==> config.mk <==
export PLATFORM = sky130hd
export DESIGN_NAME = err_irq_gather
export DESIGN_NICKNAME = d
export VERILOG_FILES = /design/src/rtl/err_irq_pkg.sv /design/src/rtl/err_wr_decode.sv /design/src/rtl/err_flag_bank.sv /design/src/rtl/err_irq_latch.sv /design/src/rtl/err_read_mux.sv /design/src/rtl/err_irq_gather.sv
export SDC_FILE = /design/constraint.sdc
export NUM_CORES = 1
export LEC_CHECK = 0
export BUFFER_PORTS_ARGS = -buffer_cell sky130_fd_sc_hd__buf_2
export CAP_MARGIN = 40
export CORE_MARGIN = 4
export CORE_UTILIZATION = 42
export CTS_CLUSTER_DIAMETER = 30
export DETAILED_ROUTE_END_ITERATION = 7
export GPL_TIMING_DRIVEN = 0
export PLACE_DENSITY = 0.79
export SETUP_SLACK_MARGIN = 0.15
export SKIP_LAST_GASP = 1
export SLEW_MARGIN = 5
export SYNTH_ARGS = -nofsm -noshare
export SYNTH_HDL_FRONTEND = slang
export SYNTH_SLANG_ARGS = --single-unit
export TNS_END_PERCENT = 1
==> constraint.sdc <==
create_clock -name clk -period 1.3 [get_ports clk]
set_clock_uncertainty 0.15 [all_clocks]
set_input_delay 0.065 -clock clk [delete_from_list [all_inputs] [get_ports clk]]
set_output_delay 0.065 -clock clk [all_outputs]
set_load 0.01 [all_outputs]
==> src/rtl/err_irq_pkg.sv <==
package err_irq_pkg;
    localparam int unsigned DATA_W   = 32;
    localparam logic [15:0] WR_KEY   = 16'hA5A5;
    localparam int unsigned OFS_FLAG = 0;
    localparam int unsigned OFS_CLR  = 2;
    localparam int unsigned OFS_SET  = 4;
    localparam int unsigned OFS_MASK = 6;

    // decoded write: per-bit clear/set requests and a mask load
    typedef struct packed {
        logic [DATA_W-1:0] clr_bits;
        logic [DATA_W-1:0] set_bits;
        logic              mask_we;
        logic [DATA_W-1:0] mask_val;
    } wr_cmd_t;
endpackage

==> src/rtl/err_wr_decode.sv <==
module err_wr_decode
    import err_irq_pkg::*;
#(
    parameter int unsigned ADDR_W = 3
) (
    input  logic                bus_we,
    input  logic [ADDR_W-1:0]   bus_addr,
    input  logic [3:0]          bus_be,
    input  logic [DATA_W-1:0]   bus_wdata,
    output wr_cmd_t             cmd
);
    logic              key_ok;
    logic [DATA_W-1:0] lane_mask;

    always_comb begin
        key_ok    = bus_we && (bus_be == 4'hF) && (bus_wdata[31:16] == WR_KEY);
        lane_mask = {{8{bus_be[3]}}, {8{bus_be[2]}}, {8{bus_be[1]}}, {8{bus_be[0]}}};
        cmd       = '0;
        if (bus_we && bus_addr == ADDR_W'(OFS_CLR)) begin
            cmd.clr_bits = bus_wdata & lane_mask;
        end
        if (key_ok && bus_addr == ADDR_W'(OFS_SET)) begin
            cmd.set_bits = bus_wdata;
        end
        if (key_ok && bus_addr == ADDR_W'(OFS_MASK)) begin
            cmd.mask_we  = 1'b1;
            cmd.mask_val = bus_wdata;
        end
    end
endmodule

==> src/rtl/err_flag_bank.sv <==
module err_flag_bank #(
    parameter int unsigned        N_SRC     = 9,
    parameter logic [N_SRC-1:0]   MASK_INIT = '0
) (
    input  logic             clk,
    input  logic             rst_n,
    input  logic [N_SRC-1:0] hw_evt,
    input  logic [N_SRC-1:0] clr_src,
    input  logic [N_SRC-1:0] set_src,
    input  logic             mask_we,
    input  logic [N_SRC-1:0] mask_val,
    output logic [N_SRC-1:0] src_q,
    output logic [N_SRC-1:0] mask_q
);
    typedef struct packed {
        logic [N_SRC-1:0] src;
        logic [N_SRC-1:0] mask;
    } bank_t;

    bank_t            st_d, st_q;
    logic [N_SRC-1:0] src_nxt;

    // per-source cell: any set request outranks a clear request
    for (genvar i = 0; i < N_SRC; i++) begin : g_cell
        logic set_req;
        assign set_req    = (hw_evt[i] & ~st_q.mask[i]) | set_src[i];
        assign src_nxt[i] = set_req | (st_q.src[i] & ~clr_src[i]);
    end

    always_comb begin
        st_d     = st_q;
        st_d.src = src_nxt;
        if (mask_we) begin
            st_d.mask = mask_val;
        end
    end

    always_ff @(posedge clk) begin
        if (!rst_n) begin
            st_q.src  <= '0;
            st_q.mask <= MASK_INIT;
        end else begin
            st_q <= st_d;
        end
    end

    assign src_q  = st_q.src;
    assign mask_q = st_q.mask;
endmodule

==> src/rtl/err_irq_latch.sv <==
module err_irq_latch (
    input  logic clk,
    input  logic rst_n,
    input  logic any_src,
    input  logic clr_glob,
    output logic glob_q,
    output logic irq_q
);
    typedef struct packed {
        logic glob;
        logic irq;
    } latch_t;

    latch_t st_d, st_q;
    logic   fire;

    always_comb begin
        fire      = ~st_q.glob & any_src;
        st_d.irq  = fire;
        st_d.glob = fire | (st_q.glob & ~clr_glob);
    end

    always_ff @(posedge clk) begin
        if (!rst_n) begin
            st_q <= '0;
        end else begin
            st_q <= st_d;
        end
    end

    assign glob_q = st_q.glob;
    assign irq_q  = st_q.irq;
endmodule

==> src/rtl/err_read_mux.sv <==
module err_read_mux
    import err_irq_pkg::*;
#(
    parameter int unsigned N_SRC  = 9,
    parameter int unsigned ADDR_W = 3
) (
    input  logic [ADDR_W-1:0] bus_addr,
    input  logic [N_SRC-1:0]  src,
    input  logic              glob,
    input  logic [N_SRC-1:0]  mask,
    output logic [DATA_W-1:0] rdata
);
    always_comb begin
        rdata = '0;
        if (bus_addr == ADDR_W'(OFS_FLAG)) begin
            rdata[N_SRC:1] = src;
            rdata[0]       = glob;
        end else if (bus_addr == ADDR_W'(OFS_MASK)) begin
            rdata[N_SRC:1] = mask;
        end
    end
endmodule

==> src/rtl/err_irq_gather.sv <==
module err_irq_gather
    import err_irq_pkg::*;
#(
    parameter int unsigned N_SRC     = 9,
    parameter int unsigned ADDR_W    = 3,
    parameter logic [30:0] MASK_INIT = 31'h030
) (
    input  logic              clk,
    input  logic              rst_n,
    input  logic [N_SRC-1:0]  hw_evt,
    input  logic              bus_we,
    input  logic [ADDR_W-1:0] bus_addr,
    input  logic [3:0]        bus_be,
    input  logic [31:0]       bus_wdata,
    output logic [31:0]       bus_rdata,
    output logic              irq_pulse
);
    wr_cmd_t          cmd;
    logic [N_SRC-1:0] src_w;
    logic [N_SRC-1:0] mask_w;
    logic [N_SRC-1:0] set_w;
    logic             glob_w;
    logic             unused_cmd;

    assign set_w      = cmd.set_bits[N_SRC:1];
    assign unused_cmd = ^cmd;

    err_wr_decode #(.ADDR_W(ADDR_W)) u_dec (
        .bus_we    (bus_we),
        .bus_addr  (bus_addr),
        .bus_be    (bus_be),
        .bus_wdata (bus_wdata),
        .cmd       (cmd)
    );

    err_flag_bank #(.N_SRC(N_SRC), .MASK_INIT(MASK_INIT[N_SRC-1:0])) u_bank (
        .clk      (clk),
        .rst_n    (rst_n),
        .hw_evt   (hw_evt),
        .clr_src  (cmd.clr_bits[N_SRC:1]),
        .set_src  (set_w),
        .mask_we  (cmd.mask_we),
        .mask_val (cmd.mask_val[N_SRC:1]),
        .src_q    (src_w),
        .mask_q   (mask_w)
    );

    err_irq_latch u_latch (
        .clk      (clk),
        .rst_n    (rst_n),
        .any_src  (|src_w),
        .clr_glob (cmd.clr_bits[0]),
        .glob_q   (glob_w),
        .irq_q    (irq_pulse)
    );

    err_read_mux #(.N_SRC(N_SRC), .ADDR_W(ADDR_W)) u_rd (
        .bus_addr (bus_addr),
        .src      (src_w),
        .glob     (glob_w),
        .mask     (mask_w),
        .rdata    (bus_rdata)
    );
endmodule

==> impl_metrics.toml <==
[worst_setup_path]
cp_data_arrival_time_ns = 1.06
cp_slowest_cell = "dfxtp_1"
critical-path-top-delay-family = "flip-flops"
path_max_fanout = 3
slowest_delay_ns = 0.38
crit_path_start_kind = "flop"
cp-end-kind = "output port"
path_cells = "a22oi_2 -> nor2_1 -> buf_2"
critPathKind = "flop to output port"
required_ns = 1.09
critPathBufInv = 1

[sta]
relSlewSlack_pct = 64.6
setup_slack_ns = 0.0246
rsz0062_at_grt = "yes"
layout_min_cycle_time_ns = 1.28
setup_viol = 0
tightest_slew_ns = 0.530
hold_viol_final = 1
hold_ws_ns = -0.0306
tns_ns = 0
fmax_mhz = 784
period_share_pct = 98.1
drv_slew = 0

[route]
vias_per_cell = 4.70
first_pass_iters = 4
routed_wl_um = 3790
drt_iter0_drc = 71
wl_per_cell_um = 12.3
drtAntennaViolNets = 0
drcViolationCount = 0
vias = 1448

[clock_tree]
clock-sinks = 20
clk_pin_slew_ns = 0.11
root_buffer = "clkbuf_4"
clockBufferDepth = 2
cts_setup_buffers = 0
cts_tree = "yes"
htreeDepth = 1
cts_buffers = 3
clk_latency_ns = 0.31

[yosys]
netlist.area_leader.share_pct = 30.1
syn_avg_cell_area_um2 = 8.00
synthTopCellsByArea = "dfxtp_1 (30%), buf_4 (12%), nand2_1 (7.6%)"
synth-async-reset-ratio_pct = 0
synth.most_common_cell = "nand2_1"
synth_area_leader_cell = "dfxtp_1"
syn_inst = 166
yosysWarnings = 0
synth_common_cells = "nand2_1 (27), buf_4 (22), dfxtp_1 (20), o21ai_1 (17), nor2_1 (16)"
synth-edff-count = 0
synthFlopType = "dfxtp_1"
ys_seq_area_share_pct = 30.1
netlist_area_um2 = 1330
netlist-cell-type-count = 31
synth-seq-cells = 20

[placement]
pre_cts_ws_ns = -0.143
io_buffers = 53
dp.cells = 284
dpl_cell_area_um2 = 1730
gp_congestion = 0.822
hpwlAfterDp_um = 2650

[status]
violations = "hold timing"
status = "finished, violations left"

[worst_hold_path]
hp-class = "input port to flop"

[global_routing]
overflow = 0
grt_pass1_wl_um = 5800
grt_pass1_vias = 1286
antenna_found_initial = 0
grtUsageTotal_pct = 17.4
grt_max_degree = 12

[floorplan]
dieHeight_um = 64.2
pin_count = 84
rows = 20
dieArea_um2 = 4130
fp.dieW_um = 64.2
core_area_um2 = 3030
start_util_pct = 43.9

[pwr]
p_switching_mw = 0.388
swShare_pct = 27.6
peakVddDrop_uv = 486
p_clk_share_pct = 26.0
seq_power_share_pct = 47.0
combPwrFrac_pct = 27.0
power_leakage_nw = 0.975
power.density_nw_per_um2 = 687
internal_power_mw = 1.02

[job]
cap_violations = 0

[cells_and_area]
antenna_cells = 0
num-nets-final = 316
n_fill_cell = 253
seq_area_um2 = 415
multi_input_area_um2 = 800
postLayoutCellArea_um2 = 2050
finalNonFillerCells = 308
drive_gt1_share_pct = 42.4
syn_to_final_growth_pct = 54.3
==> flip-flops by register name, indices dropped and copies added (netlist names) <==
register,count
u_bank.mask_q,9
u_bank.src_q,9
u_latch.glob_q,1
u_latch.irq_q,1
==> path summary, 6_finish.rpt <==
kind / cells after the start / startpoint / end / slack, ns
max: 3 / u_bank.src_q[1] / bus_rdata[2] / 0.02
min: 3 / rst_n / u_latch.irq_q / -0.03
max reg2reg: 3 / u_bank.src_q[2] / u_latch.glob_q / 0.05
min reg2reg: 1 / u_latch.glob_q / u_latch.irq_q / 0.31
==> area by class of cell <==
class / instances / area share (%)
multi-input cells: 127 / 39.0
repair buffers: 73 / 22.7
flip-flops and latches: 20 / 20.3
plain buffers: 30 / 11.8
well taps: 44 / 2.68
inverters: 10 / 1.83
clock buffers: 4 / 1.77
==> cell usage in the layout, fill, tap and decap left out <==
cell type | netlist | routed
a22oi_2 | 0 | 9
a311oi_1 | 1 | 1
and2_1 | 1 | 1
and4_4 | 1 | 1
and4bb_1 | 1 | 1
and4bb_2 | 2 | 2
buf_12 | 1 | 1
buf_2 | 1 | 54
buf_4 | 22 | 22
clkbuf_1 | 3 | 2
clkbuf_4 | 0 | 4
clkbuf_8 | 2 | 3
conb_1 | 1 | 22
dfxtp_1 | 20 | 8
dfxtp_2 | 0 | 12
dlygate4sd1_1 | 1 | 1
dlygate4sd3_1 | 0 | 20
inv_1 | 10 | 10
mux2i_1 | 9 | 9
nand2_1 | 27 | 27
nand2b_1 | 1 | 1
nand4_2 | 1 | 1
nand4b_1 | 2 | 2
nand4bb_1 | 1 | 1
nor2_1 | 16 | 15
nor2_4 | 0 | 1
nor3_1 | 1 | 1
nor3b_2 | 1 | 1
nor4_1 | 1 | 1
nor4b_4 | 0 | 1
nor4bb_1 | 1 | 1
o211ai_1 | 1 | 1
o21ai_0 | 1 | 1
o21ai_1 | 17 | 17
o2bb2ai_1 | 9 | 9
==> power groups by stage <==
stage	Combinational, mW	Clock (mW)	Sequential [mW]
CTS	0.341	0.384	0.658
global route	0.419	0.405	0.666
finish	0.380	0.367	0.663
global placement	0.303	0	0.668
detailed placement	0.307	0	0.669
floorplan	0.199	0	0.666
==> routing by layer <==
| metal | vias to the layer above | share of wire, % | GRT usage [%] |
|---|---|---|---|
| li1 | 727 | - | - |
| met3 | 4 | 6.9 | 4.04 |
| met4 | 0 | 0.82 | 3.17 |
| met2 | 48 | 52 | 31.1 |
| met1 | 669 | 40 | 21.3 |
| met5 | - | 0 | 0 |
==> metrics by stage <==
| stage | power (mW) | util (%) |
|---|---|---|
| 3_3_place_gp | 0.971 | 57.1 |
| 5_1_grt | 1.49 | 67.7 |
| 4_1_cts | 1.38 | 63.0 |
| 3_5_place_dp | 0.976 | 57.1 |
| 6_report | 1.41 | 67.7 |
| 2_1_floorplan | 0.865 | - |
==> worst min-delay path: stages <==
cell and delay [ns]:
clkbuf_8 0.12, inv_1 0.12, a311oi_1 0.07
==> repair_timing <==
item,4_1_cts,5_1_grt
resized for setup,6,22
hold endpoints to repair,20,11
setup endpoints to repair,11,21
pin swaps,0,0
hold buffers,13,7
==> cell families (layout without fill, tap and decap cells) <==
family | after synthesis | count (layout) | share of synthesized area (%)
buffers and inverters | 40 | 117 | 20.7
other | 1 | 22 | 0.282
flip-flops | 20 | 20 | 30.1
multiplexers | 9 | 9 | 6.78
AND/OR/NAND/NOR | 58 | 58 | 23.1
AO/OA/AOI/OAI | 38 | 38 | 19.0
Power figures use the tool's default switching activity.
